$ cat config.mk
export PLATFORM = sky130hd
export DESIGN_NAME = cr_top
export DESIGN_NICKNAME = d
export VERILOG_FILES = /design/src/rtl/cr_pkg.sv /design/src/rtl/cr_decode.sv /design/src/rtl/cr_resp_mux.sv /design/src/rtl/cr_top.sv
export SDC_FILE = /design/constraint.sdc
export NUM_CORES = 1
export LEC_CHECK = 0
export CORE_UTILIZATION = 35
export CTS_CLUSTER_DIAMETER = 100
export CTS_CLUSTER_SIZE = 30
export DETAILED_ROUTE_END_ITERATION = 8
export PLACE_DENSITY = 0.63
export SYNTH_ARGS = -nofsm -noshare
export SYNTH_HDL_FRONTEND = slang
export SYNTH_SLANG_ARGS = --single-unit
$ cat constraint.sdc
create_clock -name clk -period 5.48 [get_ports clk]
set_input_delay 0.548 -clock clk [delete_from_list [all_inputs] [get_ports clk]]
set_output_delay 0.548 -clock clk [all_outputs]
set_load 0.01 [all_outputs]
$ cat src/rtl/cr_pkg.sv
package cr_pkg;
    localparam int DW      = 8;
    localparam int IDX_W   = 4;
    localparam int NREG    = 1 << IDX_W;
    localparam int PAGE_W  = 2;
    localparam int MEM_AW  = IDX_W + PAGE_W;
    localparam int MEM_DEPTH = 1 << MEM_AW;
    localparam int TIME_N  = 6;
    localparam int TIME_W  = TIME_N * DW;

    localparam int RI_DATA = 0;
    localparam int RI_MASK = 2;
    localparam int RI_YEAR = 3;
    localparam int RI_SEC  = 8;
    localparam int RI_ASEC = 14;
    localparam int RI_CTRL = 15;

    localparam int CB_SUM_OK = 0;
    localparam int CB_HOLD   = 1;
    localparam int CB_STOP   = 3;
    localparam int CB_PAGE   = 4;

    typedef enum logic [2:0] {ST_IDLE, ST_SEND, ST_MWAIT, ST_SUM, ST_SUMWR} st_e;
    typedef enum logic [1:0] {RK_HOLD, RK_TIME, RK_VER} rk_e;
    typedef enum logic [3:0] {
        OP_NONE, OP_WREG, OP_RREG, OP_DUMP, OP_MWR,
        OP_MRD, OP_INTERP, OP_BLESS, OP_VER, OP_PIN
    } op_e;
endpackage

$ cat src/rtl/cr_decode.sv
module cr_decode
    import cr_pkg::*;
(
    input  logic [DW-1:0]    cmd,
    output op_e              op,
    output logic [IDX_W-1:0] arg
);
    always_comb begin
        arg = cmd[IDX_W-1:0];
        case (cmd[DW-1:IDX_W])
            4'h1:    op = OP_WREG;
            4'h2:    op = OP_RREG;
            4'h3:    op = OP_DUMP;
            4'h4:    op = OP_MWR;
            4'h5:    op = OP_MRD;
            4'h6:    op = OP_INTERP;
            4'h7:    op = OP_BLESS;
            4'h8:    op = OP_VER;
            4'h9:    op = OP_PIN;
            default: op = OP_NONE;
        endcase
    end
endmodule

$ cat src/rtl/cr_resp_mux.sv
module cr_resp_mux
    import cr_pkg::*;
#(
    parameter logic [DW-1:0] VER_B = 8'h01,
    parameter logic [DW-1:0] REV_B = 8'h00
) (
    input  rk_e                      kind,
    input  logic [2:0]               idx,
    input  logic [DW-1:0]            hold,
    input  logic [TIME_N-1:0][DW-1:0] tbuf,
    output logic [DW-1:0]            byte_o,
    output logic                     last
);
    always_comb begin
        case (kind)
            RK_TIME: begin
                byte_o = tbuf[idx];
                last   = (idx == 3'(TIME_N - 1));
            end
            RK_VER: begin
                byte_o = (idx == 3'd0) ? VER_B : REV_B;
                last   = (idx == 3'd1);
            end
            default: begin
                byte_o = hold;
                last   = 1'b1;
            end
        endcase
    end
endmodule

$ cat src/rtl/cr_top.sv
module cr_top
    import cr_pkg::*;
#(
    parameter logic [DW-1:0] VERSION_ID  = 8'h02,
    parameter logic [DW-1:0] REVISION_ID = 8'h07
) (
    input  logic              clk,
    input  logic              rst_n,
    input  logic              cmd_valid,
    input  logic [DW-1:0]     cmd_byte,
    output logic              cmd_ready,
    input  logic              din_valid,
    input  logic [DW-1:0]     din_byte,
    output logic              tx_valid,
    output logic [DW-1:0]     tx_byte,
    input  logic              tx_ready,
    input  logic              upd_stb,
    input  logic [TIME_W-1:0] upd_time,
    output logic [MEM_AW-1:0] mem_addr,
    output logic              mem_we,
    output logic [DW-1:0]     mem_wdata,
    output logic              mem_re,
    input  logic [DW-1:0]     mem_rdata,
    output logic              interp_req,
    output logic [DW-1:0]     interp_addr,
    output logic              pin_release,
    output logic [DW-1:0]     ctrl_out
);
    localparam logic [MEM_AW-1:0] SUM_LAST  = MEM_AW'(MEM_DEPTH - 2);
    localparam logic [MEM_AW-1:0] CSUM_ADDR = MEM_AW'(MEM_DEPTH - 1);

    typedef struct packed {
        st_e                      st;
        rk_e                      kind;
        logic [2:0]               idx;
        logic [DW-1:0]            hold;
        logic [MEM_AW-1:0]        cnt;
        logic [DW-1:0]            sum;
        logic                     rd_pend;
        logic                     irq;
        logic [DW-1:0]            iaddr;
        logic                     prel;
        logic [NREG-1:0][DW-1:0]  regs;
    } core_t;

    function automatic core_t core_reset();
        core_t r;
        r = '0;
        r.st   = ST_IDLE;
        r.kind = RK_HOLD;
        r.regs[RI_MASK] = '1;
        r.regs[RI_SEC]  = '1;
        r.regs[RI_ASEC] = '1;
        return r;
    endfunction

    core_t q, d;
    op_e               op;
    logic [IDX_W-1:0]  arg;
    logic [DW-1:0]     resp_byte;
    logic              resp_last;
    logic              accept;
    logic [TIME_N-1:0][DW-1:0] tbuf;
    logic [MEM_AW-1:0] page_addr;

    cr_decode u_dec (
        .cmd (cmd_byte),
        .op  (op),
        .arg (arg)
    );

    for (genvar g = 0; g < TIME_N; g++) begin : g_tbuf
        assign tbuf[g] = q.regs[RI_YEAR + g];
    end

    cr_resp_mux #(.VER_B(VERSION_ID), .REV_B(REVISION_ID)) u_mux (
        .kind   (q.kind),
        .idx    (q.idx),
        .hold   (q.hold),
        .tbuf   (tbuf),
        .byte_o (resp_byte),
        .last   (resp_last)
    );

    assign accept    = cmd_valid && (q.st == ST_IDLE);
    assign page_addr = {q.regs[RI_CTRL][CB_PAGE +: PAGE_W], arg};

    always_comb begin
        d         = q;
        d.irq     = 1'b0;
        d.prel    = 1'b0;
        mem_addr  = '0;
        mem_we    = 1'b0;
        mem_wdata = '0;
        mem_re    = 1'b0;

        // time buffer load; command writes below take precedence
        if (upd_stb && !q.regs[RI_CTRL][CB_HOLD] && !q.regs[RI_CTRL][CB_STOP]
            && !(accept && op == OP_DUMP)) begin
            for (int i = 0; i < TIME_N; i++) begin
                d.regs[RI_YEAR + i] = upd_time[DW*(TIME_N-i)-1 -: DW];
            end
        end

        case (q.st)
            ST_IDLE: begin
                if (cmd_valid) begin
                    case (op)
                        OP_WREG: d.regs[arg] = q.regs[RI_DATA];
                        OP_RREG: begin
                            d.hold = q.regs[arg];
                            d.kind = RK_HOLD;
                            d.idx  = '0;
                            d.st   = ST_SEND;
                        end
                        OP_DUMP: begin
                            d.regs[RI_CTRL][CB_HOLD] = 1'b1;
                            d.kind = RK_TIME;
                            d.idx  = '0;
                            d.st   = ST_SEND;
                        end
                        OP_MWR: begin
                            mem_we    = 1'b1;
                            mem_addr  = page_addr;
                            mem_wdata = q.regs[RI_DATA];
                        end
                        OP_MRD: begin
                            mem_re   = 1'b1;
                            mem_addr = page_addr;
                            d.st     = ST_MWAIT;
                        end
                        OP_INTERP: begin
                            d.irq   = 1'b1;
                            d.iaddr = q.regs[RI_DATA];
                        end
                        OP_BLESS: begin
                            d.cnt     = '0;
                            d.sum     = '0;
                            d.rd_pend = 1'b0;
                            d.st      = ST_SUM;
                        end
                        OP_VER: begin
                            d.kind = RK_VER;
                            d.idx  = '0;
                            d.st   = ST_SEND;
                        end
                        OP_PIN:  d.prel = 1'b1;
                        default: ;
                    endcase
                end
            end
            ST_SEND: begin
                if (tx_ready) begin
                    if (resp_last) begin
                        d.st = ST_IDLE;
                        if (q.kind == RK_TIME) begin
                            d.regs[RI_CTRL][CB_HOLD] = 1'b0;
                        end
                    end else begin
                        d.idx = q.idx + 3'd1;
                    end
                end
            end
            ST_MWAIT: begin
                d.hold = mem_rdata;
                d.kind = RK_HOLD;
                d.idx  = '0;
                d.st   = ST_SEND;
            end
            ST_SUM: begin
                mem_re    = 1'b1;
                mem_addr  = q.cnt;
                d.rd_pend = 1'b1;
                if (q.rd_pend) begin
                    d.sum = q.sum + mem_rdata;
                end
                if (q.cnt == SUM_LAST) begin
                    d.st = ST_SUMWR;
                end else begin
                    d.cnt = q.cnt + 1'b1;
                end
            end
            ST_SUMWR: begin
                mem_we    = 1'b1;
                mem_addr  = CSUM_ADDR;
                mem_wdata = q.sum + mem_rdata;
                d.regs[RI_CTRL][CB_SUM_OK] = 1'b1;
                d.st      = ST_IDLE;
            end
            default: d.st = ST_IDLE;
        endcase

        if (din_valid) begin
            d.regs[RI_DATA] = din_byte;
        end
    end

    always_ff @(posedge clk) begin
        if (!rst_n) begin
            q <= core_reset();
        end else begin
            q <= d;
        end
    end

    assign cmd_ready   = (q.st == ST_IDLE);
    assign tx_valid    = (q.st == ST_SEND);
    assign tx_byte     = resp_byte;
    assign interp_req  = q.irq;
    assign interp_addr = q.iaddr;
    assign pin_release = q.prel;
    assign ctrl_out    = q.regs[RI_CTRL];
endmodule

# Yosys cells after proc, flatten, opt, wreduce, memory -nomap -nowiden
# Memory sizes are Yosys's and may differ from the RTL's.
# Cells that the tools add are included.
[op_classes]
addsub = 3
multipliers = 0
div = 0
n_lt_le_gt_ge = 3
n_eq_ne = 32
n_shift = 0
muxes = 52
n_bitwise = 0
n_reduce_logical = 34
[ops]
columns = ["operator", "n"]
rows = [
  ["$mux W169", 1],
  ["$bwmux W128", 1],
  ["$mux W121", 1],
  ["$mux W72", 1],
  ["$mux W8", 8],
  ["$mux W48", 1],
  ["$pmux W8 S2", 3],
  ["$bmux W8 S4", 1],
  ["$demux W8 S4", 1],
  ["$pmux W15 S2", 1],
  ["$bmux W8 S3", 1],
  ["$mux W6", 4],
  ["$reduce_and A3 Y1", 8],
  ["$mux W3", 6],
  ["$pmux W3 S3", 2],
  ["$pmux W6 S3", 1],
  ["$eq A4 B3 Y1 const B", 4],
  ["$mux W15", 1],
  ["$pmux W5 S3", 1],
  ["$reduce_bool A2 Y1", 7],
  ["$ne A2 B1 Y1 const B", 6],
  ["$pmux W1 S2", 6],
  ["$pmux W3 S4", 1],
  ["$ne A2 B2 Y1 const B", 5],
  ["other kinds (30)", 52],
]
[totals]
reg_bits = 169
latch_bits = 0
mem_bits_rw = 0
rom_bits = 64
out_inout_bits = 44
word_cells = 153
n_memories = 1
[memory_table]
columns = ["name", "depth", "word_bits", "rd", "rd_clocked_by_memory_dff", "write_ports", "line", "rtl"]
rows = [
  ["(name not given)", 16, 4, 1, 0, 0, "cr_decode.sv:10", "case (cmd[DW-1:IDX_W])"],
]

# Depth between registers and ports, before layout
# Gate-level depths: netlist of the first run.
[logic_depth]
word_depth = 11
mapped_depth = 8

# By module
# A second synthesis of the first run with hierarchy kept.
[hier_totals]
cells_unflattened = 965
hier_area_um2 = 9201.3
[by_module_without_submodules]
columns = ["mod", "instances", "cells_per_inst", "area_each_um2"]
rows = [
  ["cr_top", 1, 882, 8552.0],
  ["cr_resp_mux", 1, 74, 583.1],
  ["cr_decode", 1, 9, 66.3],
]

# Worst setup path after synthesis of the first run
# No wires, ideal clock.
[synth_timing]
kind = "input -> output"
start = "in cmd_valid"
end = "out mem_addr[0]"
t_arrival_ps = 2014
required_ps = 4932
path_slack_ps = 2918
path_stages = 7
n_path_buf = 3
path_cell_list = "or4b_1 buf_4 nor2_2 buf_4 and2_0 clkbuf_1 a221o_1"
[synth_via]
elab_chain_len = 2
[synth_lines]
columns = ["item", "line", "rtl"]
rows = [
  ["start, declared", "cr_top.sv:9", "input logic cmd_valid,"],
  ["$mux W6", "cr_top.sv:107", "if (cmd_valid) begin"],
  ["$pmux W6 S3", "cr_top.sv:105", "case (q.st)"],
  ["end, declared", "cr_top.sv:19", "output logic [MEM_AW-1:0] mem_addr,"],
]
# No other way between the ends.

# Worst setup path in the final report of the first run
[layout_timing]
start = "in cmd_valid"
end = "out mem_wdata[1]"
[layout_via]
elab_chain_len = 2
[layout_lines]
columns = ["item", "line", "rtl"]
rows = [
  ["$mux W8", "cr_top.sv:107", ""],
  ["$pmux W8 S2", "cr_top.sv:105", ""],
  ["end, declared", "cr_top.sv:21", "output logic [DW-1:0] mem_wdata,"],
]
# No other way between the ends.

==> results of run 1 <==
==> cells in the mapped netlist, drive strengths merged (22+ instances only) <==
cell type and n:
a21oi 100, buf 50, clkbuf 60, dfxtp 169
inv 22, mux2i 92, mux4 24, nand2 206
nand3 46, nor2 73, o21ai 58
==> power breakdown <==
part	leakage [nW]	internal, W	switching (W)
combinational	2.50	0.000169	0.000206
sequential	1.37	0.00126	0.0000406
clock	0.269	0.000628	0.000550
==> metal layers <==
layer	vias up	track usage [%]	routed length, um
li1	4016	-	-
met4	0	6.69	543
met3	41	4.77	2330
met1	3999	29.1	12700
met5	-	0	0
met2	312	36.8	14100
==> worst paths after layout <==
kind	to	slack, ps	depth (start not counted)
min reg2reg	q[90]	450	2
max reg2reg	q[45]	2700	5
min	q[90]	450	2
max	mem_wdata[1]	1660	7
==> state kept, by name, summed over array words and instances, names as in the netlist <==
register and count:
ctrl_out 8, interp_req 1, q 151, interp_addr 8, pin_release 1
==> cell type report <==
cell class	instances	area (um2)	area share [%]
Inverter	22	82.6	0.751
Tap cell	330	413	3.76
Clock buffer	20	467	4.25
Clock inverter	12	103	0.934
Multi-Input combinational cell	814	5210	47.4
Timing Repair Buffer	138	1330	12.1
Sequential cell	169	3380	30.8
==> critical path, delay by kind of cell <==
family | cells | cell delay [ps]
buf+inv | 2 | 1150
simple gates | 4 | 1480
compound gates | 1 | 90
==> cells by family after synthesis <==
logic type                 count (synthesis)  synth area share, %
DFF                                      169                 36.7
buffers and inverters                    132                 6.63
xor gates and xnor gates                   9                0.856
AOI/OAI and AO/OA                        260                 17.3
and+or+nand+nor                          412                 20.2
adders and majority gates                 15                 2.12
muxes                                    118                 16.1
==> metrics by stage <==
stage	hold WS, ps	cells
2_1_floorplan	428	1115
3_5_place_dp	443	1473
4_1_cts	452	1505
6_report	450	1505
3_3_place_gp	435	1473
5_1_grt	465	1505
==> results.sh, run 1 <==
export IMPL_status="finished, final reports clean"
export IMPL_worstReg2RegStart="q[168]"
export IMPL_pin_count=122
export IMPL_placed_area_um2=10400
export IMPL_drv_slew=0
export IMPL_ir_worst_vdd_uv=227
export IMPL_cap_violations=0
export IMPL_cp_start_kind="input port"
export IMPL_synth_cell_type_count=62
export IMPL_path_max_fanout=11
export IMPL_grt_pass1_vias=7922
export IMPL_syn_mean_instance_area_um2=8.26
export IMPL_setup_slack_ps=1660
export IMPL_cts_buffer_depth=2
export IMPL_cts_root_buffer="clkbuf_16"
export IMPL_crit_top_cell="clkdlybuf4s50_1"
export IMPL_fin_crit_ps=3820
export IMPL_chipWidth_um=164
export IMPL_avgViaCountPerCell=5.56
export IMPL_ctsHoldBuffers=0
export IMPL_grt_overflow=0
export IMPL_gp_congestion=0.900
export IMPL_portBuffers=121
export IMPL_n_antenna_cell=0
export IMPL_synthTopCellsByArea="dfxtp_1, mux2i_1, nand2_1"
export IMPL_synth_nets=1208
export IMPL_layout_commonest_cell="nand2_1"
export IMPL_clock_fmax_ghz=0.262
export IMPL_slowest_stage="or4b_1"
export IMPL_post_route_util_pct=43.1
export IMPL_synthArstFlopShare_pct=0
export IMPL_synth_top_area_share_pct=36.7
export IMPL_grt_max_degree=80
export IMPL_yosysTopAreaCell="dfxtp_1"
export IMPL_cpPeakStageDelay_ps=720
export IMPL_drt_wirelength_per_cell_um=19.7
export IMPL_cts_clk_slew_worst_paths_ps=60
export IMPL_cts_tree="built"
export IMPL_arrival_ps=3280
export IMPL_cts_sinks=169
export IMPL_cp_required_ps=4930
export IMPL_post_dp_hpwl_um=21000
export IMPL_dieArea_um2=27000
export IMPL_finalInstanceArea_um2=11000
export IMPL_max_slew_margin_rel_pct=17.4
export IMPL_coreArea_um2=25500
export IMPL_seq_area_frac_synth_pct=36.7
export IMPL_worst_pin_slew_ps=1240
export IMPL_hold_violations=0
export IMPL_cts_max_level=4
export IMPL_grt_setup_unrepaired="false"
export IMPL_drcViolationCount=0
export IMPL_syn_area_um2=9210
export IMPL_drt_wl_total_um=29700
export IMPL_critical_path_class="input port to primary output"
export IMPL_start_util_pct=36.1
export IMPL_min_path_type="register to register"
export IMPL_ctsResizeCount=0
export IMPL_fillers=2511
export IMPL_synth_top_flop_cell="dfxtp_1"
export IMPL_dp_worst_setup_slack_ps=1680
export IMPL_crit_chain="clkdlybuf4s50_1 -> or4b_1 -> nor2_2 -> and3_1 -> nand2_1 -> o21ai_0 -> clkdlybuf4s50_1"
export IMPL_synth_edf_count=0
export IMPL_layout_drive_gt1_share_pct=7.66
export IMPL_nNetsFinal=1255
export IMPL_fin_tns_setup_ps=0
export IMPL_final_cell_mix="nand2_1, dfxtp_1, clkdlybuf4s50_1"
export IMPL_leakage_nw=4.14
export IMPL_startpoint="cmd_valid"
export IMPL_ys_seq_elements=169
export IMPL_hold_start="q[90]"
export IMPL_num_vias=8368
export IMPL_fin_total_pwr_w=0.00285
export IMPL_globalRouteTotalUtil_pct=22.4
export IMPL_antenna_found_initial=1
export IMPL_row_count=58
export IMPL_cts_inserted_buffers=17
export IMPL_drt_iter0_drc=814
export IMPL_ant_nets=0
export IMPL_grt_pass1_wl_um=45300
export IMPL_synth_warnings=0
export IMPL_netlist_instances=1115
export IMPL_firstDrtPassIters=5
export IMPL_syn_to_final_growth_pct=19.4
export IMPL_finalSetupViolCount=0
export IMPL_skew_ps=10.8
export IMPL_end_kind="primary output"
export IMPL_period_share_pct=69.8
export IMPL_clk_latency_ps=440
export IMPL_post_cts_buffers=0
export IMPL_powerDensity_nw_per_um2=260
export IMPL_chipHeight_um=164
Power figures use the tool's default switching activity.
==> inputs of run 2 (changes only) <==
==> constraint.sdc (replaced) <==
create_clock -name clk -period 3.79 [get_ports clk]
set_input_delay 0.379 -clock clk [delete_from_list [all_inputs] [get_ports clk]]
set_output_delay 0.379 -clock clk [all_outputs]
set_load 0.01 [all_outputs]
==> run 2 against run 1 <==
Net effect: clock skew shrank 1.7 ps; highest routed layer unchanged; sequential cell count is the same; critical path depth grew 3; largest cell class unchanged; combinational power grew 46%; critical path type unchanged; count of clock-buffer cells in the layout shrank 2; die area is the same; design area grew 1.2%; clock power grew 57%.
==> results.sh, run 2 (synthesized netlist as in run 1, its figures left out) <==
export IMPL_cts_buffer_depth=2
export IMPL_grt_max_degree=79
export IMPL_cts_tree="built"
export IMPL_layout_commonest_cell="nand2_1"
export IMPL_cts_max_level=4
export IMPL_whs_ps=449
export IMPL_chipWidth_um=164
export IMPL_post_cts_buffers=0
export IMPL_crit_top_cell="clkdlybuf4s50_1"
export IMPL_min_path_type="register to register"
export IMPL_nNetsFinal=1266
export IMPL_largest_reg_flops=151
export IMPL_cpPeakStageDelay_ps=540
export IMPL_post_dp_hpwl_um=21700
export IMPL_drt_iter0_drc=689
export IMPL_start_util_pct=36.1
export IMPL_cts_root_buffer="clkbuf_16"
export IMPL_arrival_ps=2930
export IMPL_final_cell_mix="nand2_1, dfxtp_1, clkdlybuf4s50_1"
export IMPL_chipHeight_um=164
export IMPL_num_vias=8479
export IMPL_drt_wl_total_um=30400
export IMPL_globalRouteTotalUtil_pct=22.7
export IMPL_end_kind="primary output"
export IMPL_leakage_nw=4.22
export IMPL_pin_count=122
export IMPL_syn_to_final_growth_pct=20.8
export IMPL_cts_clk_slew_worst_paths_ps=70
export IMPL_r2r_setup_slack_ps=1040
export IMPL_clk_latency_ps=440
export IMPL_row_count=58
export IMPL_grt_pass1_wl_um=45900
export IMPL_status="finished, final reports clean"
export IMPL_drt_wirelength_per_cell_um=20.1
export IMPL_cts_inserted_buffers=17
export IMPL_r2r_cells=6
export IMPL_dieArea_um2=27000
export IMPL_worst_path_stages=10
export IMPL_hold_violations=0
export IMPL_cts_sinks=169
export IMPL_critPathBufInv=3
export IMPL_path_delay_family="buffers and inverters"
export IMPL_powerDensity_nw_per_um2=386
export IMPL_cap_violations=0
export IMPL_portBuffers=121
export IMPL_skew_ps=9.17
export IMPL_gp_congestion=0.938
export IMPL_holdPathStages=2
export IMPL_fin_crit_ps=3310
export IMPL_grt_overflow=0
export IMPL_firstDrtPassIters=5
export IMPL_critical_path_class="input port to primary output"
export IMPL_n_antenna_cell=0
export IMPL_drv_slew=0
export IMPL_fin_tns_setup_ps=0
export IMPL_ctsHoldBuffers=0
export IMPL_cp_required_ps=3410
export IMPL_slowest_stage="clkdlybuf4s50_1"
export IMPL_coreArea_um2=25500
export IMPL_cp_start_kind="input port"
export IMPL_antenna_found_initial=0
export IMPL_grt_pass1_vias=8063
export IMPL_finalSetupViolCount=0
export IMPL_grt_setup_unrepaired="false"
export IMPL_layout_drive_gt1_share_pct=8.43
export IMPL_crit_chain="clkdlybuf4s50_1 -> ha_1 -> inv_1 -> fa_1 -> nor2b_1 -> o31a_1 -> o21ai_0 -> a211o_1 -> nand3_1 -> clkdlybuf4s50_1"
export IMPL_max_slew_margin_rel_pct=37.4
export IMPL_worst_pin_slew_ps=937
export IMPL_top_register="q"
export IMPL_clock_fmax_ghz=0.302
export IMPL_path_max_fanout=4
export IMPL_ctsResizeCount=0
export IMPL_avgViaCountPerCell=5.59
export IMPL_drcViolationCount=0
export IMPL_ant_nets=0
export IMPL_period_share_pct=87.4
export IMPL_ir_worst_vdd_uv=299
[run 2: changes by cell type in the layout (fill, tap and decap cells not counted)]
cell | previous run | this run
clkinv_4 | 2 | 3
inv_6 | 5 | 4
clkbuf_8 | 3 | 0
bufinv_16 | 0 | 3
clkbuf_1 | 0 | 1
buf_4 | 17 | 28
clkinvlp_4 | 4 | 3
[run 2: layout make-up]
class,count,area (um2)
fill,2473,14400
multi-input combinational,814,5210
sequential,169,3380
timing repair buffer,149,1410
clock buffer,18,429
tap,330,413
clock inverter,14,185
inverter,22,82.6
[run 2: metrics by stage]
stage | power (W) | instance area, um2 | util, % | worst slack [ps] | cells
after floorplan | 0.00222 | 9210 | - | 1550 | 1115
after global placement | 0.00247 | 10500 | 41.2 | 512 | 1484
after detailed placement | 0.00247 | 10500 | 41.2 | 493 | 1484
after CTS | 0.00430 | 11100 | 43.6 | 480 | 1516
after global routing | 0.00442 | 11100 | 43.6 | 319 | 1516
final | 0.00429 | 11100 | 43.6 | 476 | 1516
[run 2: tightest hold or removal path: stages, from the launching register on]
cell,delay [ps]
dfxtp_1,310
nand2_1,50
a21oi_1,50
[run 2: final timing paths]
path	to	from
worst max-delay path	mem_wdata[6]	mem_rdata[0]
worst min-delay path	q[90]	q[90]
worst max register to register	q[42]	q[167]
worst min register to register	q[90]	q[90]
[run 2: power by group]
part / switching, W / total (W) / leakage [nW] / internal [W]
sequential: 0.0000696 / 0.00189 / 1.37 / 0.00182
clock: 0.000801 / 0.00185 / 0.290 / 0.00105
combinational: 0.000295 / 0.000546 / 2.55 / 0.000251
[run 2: metal layers]
| metal | share of wire (%) | routed length [um] | global-route usage [%] |
|---|---|---|---|
| met3 | 7.3 | 2210 | 4.55 |
| met4 | 2.2 | 673 | 7.74 |
| met1 | 43 | 13000 | 28.9 |
| met2 | 48 | 14600 | 38.0 |
| met5 | 0 | 0 | 0 |
